## config.mk

```make
export PLATFORM = sky130hd
export DESIGN_NAME = pcal_seq
export DESIGN_NICKNAME = d
export VERILOG_FILES = /design/src/rtl/pcal_pkg.sv /design/src/rtl/pcal_unit_timer.sv /design/src/rtl/pcal_drain_ramp.sv /design/src/rtl/pcal_strobe_dec.sv /design/src/rtl/pcal_seq.sv
export SDC_FILE = /design/constraint.sdc
export NUM_CORES = 1
export LEC_CHECK = 0
export ABC_AREA = 1
export BUFFER_PORTS_ARGS = -buffer_cell sky130_fd_sc_hd__buf_2
export CAP_MARGIN = 20
export CORE_MARGIN = 2
export CORE_UTILIZATION = 64
export DETAILED_ROUTE_END_ITERATION = 8
export PLACE_DENSITY = 0.87
export SETUP_SLACK_MARGIN = 0.15
export SYNTH_ARGS = -nofsm -noshare
export SYNTH_HDL_FRONTEND = slang
export SYNTH_SLANG_ARGS = --single-unit
```

## constraint.sdc

```tcl
create_clock -name clk -period 3.15 [get_ports clk]
set_input_delay 0.63 -clock clk [delete_from_list [all_inputs] [get_ports clk]]
set_output_delay 0.63 -clock clk [all_outputs]
set_load 0.01 [all_outputs]
```

## src/rtl/pcal_pkg.sv

```systemverilog
package pcal_pkg;

  typedef enum logic [1:0] {
    MD_PIX  = 2'b00,
    MD_VOLT = 2'b01,
    MD_CUR  = 2'b10,
    MD_NONE = 2'b11
  } mode_e;

  typedef enum logic [3:0] {
    PH_IDLE,
    PH_PDRST,
    PH_EXPO,
    PH_AZAMP,
    PH_AZADC,
    PH_XFER,
    PH_ICAL,
    PH_SH,
    PH_CONV
  } phase_e;

  function automatic logic ph_is_timed(phase_e p);
    return (p == PH_EXPO) || (p == PH_ICAL);
  endfunction

endpackage

```

## src/rtl/pcal_unit_timer.sv

```systemverilog
// Counts (target+1) units of UNIT cycles without a multiplier.
module pcal_unit_timer #(
  parameter int UNIT_W = 8,
  parameter int SW     = 12
) (
  input  logic              clk,
  input  logic              rst_n,
  input  logic              run,
  input  logic [UNIT_W-1:0] unit,
  input  logic [SW-1:0]     target,
  output logic              last
);
  logic [UNIT_W-1:0] ucnt_q;
  logic [SW-1:0]     kcnt_q;
  logic              unit_end;

  assign unit_end = (ucnt_q == unit - 1'b1);
  assign last     = run && unit_end && (kcnt_q == target);

  always_ff @(posedge clk or negedge rst_n) begin
    if (!rst_n) begin
      ucnt_q <= '0;
      kcnt_q <= '0;
    end else if (!run) begin
      ucnt_q <= '0;
      kcnt_q <= '0;
    end else if (unit_end) begin
      ucnt_q <= '0;
      kcnt_q <= kcnt_q + 1'b1;
    end else begin
      ucnt_q <= ucnt_q + 1'b1;
    end
  end
endmodule

```

## src/rtl/pcal_drain_ramp.sv

```systemverilog
// Voltage-mode signal level: starts one decrement below the reset level and
// drops by one more decrement per step, saturating at zero.
module pcal_drain_ramp #(
  parameter int DAC_W = 14
) (
  input  logic             clk,
  input  logic             rst_n,
  input  logic             load,
  input  logic             adv,
  input  logic [DAC_W-1:0] hi_in,
  input  logic [DAC_W-1:0] dec_in,
  output logic [DAC_W-1:0] sig
);
  logic [DAC_W-1:0] dec_q;
  logic [DAC_W-1:0] sig_q;

  function automatic logic [DAC_W-1:0] sat_sub(logic [DAC_W-1:0] a,
                                               logic [DAC_W-1:0] b);
    return (a < b) ? '0 : (a - b);
  endfunction

  always_ff @(posedge clk or negedge rst_n) begin
    if (!rst_n) begin
      dec_q <= '0;
      sig_q <= '0;
    end else if (load) begin
      dec_q <= dec_in;
      sig_q <= sat_sub(hi_in, dec_in);
    end else if (adv) begin
      sig_q <= sat_sub(sig_q, dec_q);
    end
  end

  assign sig = sig_q;
endmodule

```

## src/rtl/pcal_strobe_dec.sv

```systemverilog
// Maps the phase and latched mode onto the row strobes and drain level.
module pcal_strobe_dec
  import pcal_pkg::*;
#(
  parameter int DAC_W = 14
) (
  input  phase_e           ph,
  input  mode_e            mode,
  input  logic [DAC_W-1:0] hi,
  input  logic [DAC_W-1:0] sig,
  output logic             rst_pix,
  output logic             az_amp,
  output logic             az_adc,
  output logic             tx,
  output logic             sh,
  output logic             adc_start,
  output logic             ical_en,
  output logic             ical_en_b,
  output logic [DAC_W-1:0] vdrain
);
  logic in_ical;

  always_comb begin
    in_ical   = (ph == PH_ICAL);
    rst_pix   = (ph == PH_PDRST) || (ph == PH_AZAMP) || (ph == PH_AZADC) ||
                ((ph == PH_XFER) && (mode == MD_VOLT));
    az_amp    = (ph == PH_AZAMP);
    az_adc    = (ph == PH_AZADC);
    tx        = (ph == PH_PDRST) || ((ph == PH_XFER) && (mode == MD_PIX));
    sh        = (ph == PH_SH);
    adc_start = (ph == PH_CONV);
    ical_en   = in_ical;
    ical_en_b = !in_ical;
    if ((mode != MD_VOLT) || (ph == PH_IDLE))
      vdrain = '0;
    else if ((ph == PH_XFER) || (ph == PH_SH))
      vdrain = sig;
    else
      vdrain = hi;
  end
endmodule

```

## src/rtl/pcal_seq.sv

```systemverilog
module pcal_seq
  import pcal_pkg::*;
#(
  parameter int NUM_STEPS = 4096,
  parameter int UNIT_W    = 8,
  parameter int PULSE_W   = 8,
  parameter int DAC_W     = 14,
  localparam int SW       = (NUM_STEPS > 1) ? $clog2(NUM_STEPS) : 1
) (
  input  logic               clk,
  input  logic               rst_n,
  input  logic               start_i,
  input  logic [1:0]         mode_i,
  input  logic [UNIT_W-1:0]  unit_cyc_i,
  input  logic [PULSE_W-1:0] pulse_cyc_i,
  input  logic [DAC_W-1:0]   vd_hi_i,
  input  logic [DAC_W-1:0]   vd_dec_i,
  output logic               rst_pix_o,
  output logic               az_amp_o,
  output logic               az_adc_o,
  output logic               tx_o,
  output logic               sh_o,
  output logic               adc_start_o,
  output logic               ical_en_o,
  output logic               ical_en_b_o,
  output logic [DAC_W-1:0]   vdrain_o,
  output logic [SW-1:0]      step_idx_o,
  output logic               busy_o,
  output logic               done_o,
  output logic [1:0]         mode_o
);
  localparam logic [SW-1:0] LAST_STEP = SW'(NUM_STEPS - 1);

  phase_e             ph_q, ph_nx;
  mode_e              mode_q, mode_in;
  logic [UNIT_W-1:0]  unit_q;
  logic [PULSE_W-1:0] pls_q;
  logic [PULSE_W-1:0] pcnt_q;
  logic [DAC_W-1:0]   hi_q;
  logic [DAC_W-1:0]   sig_w;
  logic [SW-1:0]      step_q;
  logic               done_q;
  logic               accept, fixed_last, tmr_last, last_step, adv;

  assign mode_in    = mode_e'(mode_i);
  assign accept     = start_i && (ph_q == PH_IDLE) && (mode_in != MD_NONE);
  assign fixed_last = (pcnt_q == pls_q - 1'b1);
  assign last_step  = (step_q == LAST_STEP);
  assign adv        = (ph_q == PH_CONV) && !last_step;

  // Phase sequencing
  always_comb begin
    ph_nx = ph_q;
    unique case (ph_q)
      PH_IDLE:  if (accept) ph_nx = (mode_in == MD_PIX) ? PH_PDRST : PH_AZAMP;
      PH_PDRST: if (fixed_last) ph_nx = PH_EXPO;
      PH_EXPO:  if (tmr_last) ph_nx = PH_AZAMP;
      PH_AZAMP: if (fixed_last) ph_nx = PH_AZADC;
      PH_AZADC: if (fixed_last) ph_nx = (mode_q == MD_CUR) ? PH_ICAL : PH_XFER;
      PH_XFER:  if (fixed_last) ph_nx = PH_SH;
      PH_ICAL:  if (tmr_last) ph_nx = PH_SH;
      PH_SH:    if (fixed_last) ph_nx = PH_CONV;
      PH_CONV:  ph_nx = last_step ? PH_IDLE
                      : ((mode_q == MD_PIX) ? PH_PDRST : PH_AZAMP);
      default:  ph_nx = PH_IDLE;
    endcase
  end

  always_ff @(posedge clk or negedge rst_n) begin
    if (!rst_n) begin
      ph_q   <= PH_IDLE;
      pcnt_q <= '0;
    end else begin
      ph_q   <= ph_nx;
      pcnt_q <= ((ph_nx != ph_q) || (ph_q == PH_IDLE)) ? '0 : pcnt_q + 1'b1;
    end
  end

  // Settings captured at start
  always_ff @(posedge clk or negedge rst_n) begin
    if (!rst_n) begin
      mode_q <= MD_PIX;
      unit_q <= UNIT_W'(1);
      pls_q  <= PULSE_W'(1);
      hi_q   <= '0;
    end else if (accept) begin
      mode_q <= mode_in;
      unit_q <= (unit_cyc_i == '0) ? UNIT_W'(1) : unit_cyc_i;
      pls_q  <= (pulse_cyc_i == '0) ? PULSE_W'(1) : pulse_cyc_i;
      hi_q   <= vd_hi_i;
    end
  end

  // Step index and completion flag
  always_ff @(posedge clk or negedge rst_n) begin
    if (!rst_n) begin
      step_q <= '0;
      done_q <= 1'b0;
    end else if (accept) begin
      step_q <= '0;
      done_q <= 1'b0;
    end else if (ph_q == PH_CONV) begin
      if (last_step) done_q <= 1'b1;
      else           step_q <= step_q + 1'b1;
    end
  end

  pcal_unit_timer #(.UNIT_W(UNIT_W), .SW(SW)) u_timer (
    .clk    (clk),
    .rst_n  (rst_n),
    .run    (ph_is_timed(ph_q)),
    .unit   (unit_q),
    .target (step_q),
    .last   (tmr_last)
  );

  pcal_drain_ramp #(.DAC_W(DAC_W)) u_ramp (
    .clk    (clk),
    .rst_n  (rst_n),
    .load   (accept),
    .adv    (adv),
    .hi_in  (vd_hi_i),
    .dec_in (vd_dec_i),
    .sig    (sig_w)
  );

  pcal_strobe_dec #(.DAC_W(DAC_W)) u_dec (
    .ph        (ph_q),
    .mode      (mode_q),
    .hi        (hi_q),
    .sig       (sig_w),
    .rst_pix   (rst_pix_o),
    .az_amp    (az_amp_o),
    .az_adc    (az_adc_o),
    .tx        (tx_o),
    .sh        (sh_o),
    .adc_start (adc_start_o),
    .ical_en   (ical_en_o),
    .ical_en_b (ical_en_b_o),
    .vdrain    (vdrain_o)
  );

  assign step_idx_o = step_q;
  assign busy_o     = (ph_q != PH_IDLE);
  assign done_o     = done_q;
  assign mode_o     = mode_q;
endmodule

```

==> impl_metrics.toml <==
[sta]
drv_slew = 0
finalHoldViolations = 0
fin_skew_ps = 7.856
finalCritPeriodShare_pct = 90.05
worst_slack_ps = 313.5
tightest_slew_ps = 723.5
finalHoldWorstSlack_ps = 128.1
setup-violations-final = 0
rsz0062_at_grt = "false"
min_period_ps = 2837
max-slew-margin-rel_pct = 51.63
max_freq_mhz = 352.5
finalSetupTns_ps = 0

[hold_path]
min_path_type = "primary input to asynchronous set/reset pin"

[status]
outcome = "completed"

[clock_tree]
cts_htree_levels = 3
clock-sinks = 105
cts_buffers = 9
cts_setup_buffers = 0
tritoncts = "built"
clkLatencyLatePin_ps = 360
cts_root_buf = "clkbuf_16"
cts_buffer_depth = 2
clk_pin_slew_ps = 70
ctsHoldBuffers = 0
post_cts_resized = 0

[yosys]
synthDominantCellAreaShare_pct = 35.43
syn_avg_cell_area_um2 = 7.238
synthMuxAreaShare_pct = 0
synthArstFlopShare_pct = 100.0
synth.area.top_cells = "dfrtp_1, nand2_1, ha_1"
synthAdderAreaFrac_pct = 6.398
ys_seq_area_share_pct = 36.15
synth_cell_type_count = 47
synth_xor_area_share_pct = 4.094
ys.flop_type = "dfrtp_1"
synth_edf_count = 0
synth_compound_area_share_pct = 13.76
synthesis.area_um2 = 7274
synth-simple-area-share_pct = 31.97
ys_warn_count = 0
synth_top_family_by_area = "simple AND/OR/NAND/NOR gates"
netlist_instances = 1005
synth.net_count = 1090
ys_ff_latch = 105
synth_top_area_cell = "dfrtp_1"

[routing]
via_per_inst = 5.715
drt-met1-wl_um = 8488
highest_layer = "met4"
dr_wl_met2_um = 8797
vias = 7035
drtAntennaViolNets = 0
route.met3.wl_um = 1080
wire_per_inst_um = 15.12
drc = 0
drt-pass1-iter-count = 5
wirelength_um = 18620
drtIter0Drc = 605

[placement]
pre_cts_slack_ps = 531.9
dp_hpwl_um = 13740
placed_area_um2 = 7854
gp_congestion = 0.9001
dp.cells = 1215
io_buffers = 86

[global_route]
grt_pass1_wl_um = 31340
antenna_found_initial = 0
grt_overflow = 0
track_usage_pct = 30.78
grt_max_degree = 60
first_global_vias = 6639

[die]
rows = 38
die-area_um2 = 12240
io_pins = 87
dieHeight_um = 110.6
initial_core_util_pct = 66.23
core-area_um2 = 10980
die_w_um = 110.6

[critical_path]
reg2reg_from = "unit_q[0]"
slowest_delay_ps = 510
critPathRequiredTime_ps = 2520
worstSetupPathType = "flop to output pin"
crit_path_top_delay_cell = "nand3_1"
path_max_fanout = 14
reg2reg_to = "u_timer.kcnt_q[10]"
critical_path_arrival_ps = 2210
start_kind = "flop"
end_kind = "output pin"
reg2reg_slack_ps = 670
cp_cell_sequence = "nor2_1, nand2_2, nor2_2, inv_1, nand3_1, a21oi_1, buf_2"
r2r_cells = 10

[final_layout]
fin_cells = 1231
diodes = 0
fin_util_pct = 74.16
final_nets = 1171
final_common_cell = "nand2_1"
area_growth_pct = 11.97
finalInstanceArea_um2 = 8145
most-common-layout-cells = "nand2_1, inv_1, dfrtp_1, nor2_1, buf_2"
drive_above_1_share_pct = 16.04

[pwr]
ir_drop_mv = 0.3856
total_power_mw = 2.705
power_density_nw_per_um2 = 332.1
p_leak_nw = 4.010

[run]
drv_cap = 0
-- logic make-up after synthesis --
logic type / after synthesis
buf+inv: 141
flops: 105
compound gates: 181
xor+xnor: 34
fa+ha+maj: 36
simple gates: 508
-- state kept, by name, summed over array words and instances (netlist names), 4 cells and up --
signal and count:
u_ramp.sig 14, hi_q 14, pls_q 8, unit_q 8, u_timer.ucnt_q 8, u_ramp.dec_q 14
pcnt_q 8, u_timer.kcnt_q 12, step_idx_o 12, ph_q 4
-- worst max-delay path by stage --
stage                      to  cells past startpoint  startpoint
2_1_floorplan  u_ramp.sig[12]                      9  vd_hi_i[0]
3_3_place_gp    u_ramp.sig[9]                     11  vd_hi_i[0]
3_5_place_dp    u_ramp.sig[9]                     11  vd_hi_i[0]
4_1_cts          vdrain_o[12]                      7     ph_q[1]
5_1_grt           vdrain_o[0]                      7     ph_q[1]
6_report          vdrain_o[2]                      7     ph_q[1]
-- area by class of cell --
cell class,instances,area (µm²)
Tap cell,140,175.2
Timing Repair Buffer,95,513.0
Sequential cell,105,2630
Clock buffer,14,254.0
Clock inverter,2,37.54
Multi-Input combinational cell,759,4098
Inverter,116,437.9
Fill cell,905,2838
-- worst max-delay path, delay by kind of cell, from the launching register on --
kind / cells / cell delay [ps]
flip-flops: 1 / 420
AO/OA/AOI/OAI: 1 / 340
AND/OR/NAND/NOR: 4 / 770
buffers and inverters: 2 / 290
-- Yosys cell counts (all sizes together), types with 17 or more instances --
master and number:
xor2 25, a21oi 77, dfrtp 103, nand2 279, nand4 17, nor2 103
buf 17, inv 116, ha 34, o21ai 67, nand3 53, nor3 33
-- report_power, final --
| group | leakage, nW | switching [mW] | internal (mW) |
|---|---|---|---|
| sequential | 1.28 | 0 | 1.35 |
| combinational | 2.59 | 0.137 | 0.0720 |
| clock | 0.137 | 0.509 | 0.640 |
| total | 4.01 | 0.646 | 2.06 |
-- layer usage --
layer	vias up	GRT usage, %
met5	-	0
met3	23	5.488
met2	255	50.31
met4	0	7.417
li1	3459	-
met1	3298	42.83
Note: power is estimated with default switching activity, not from simulation.
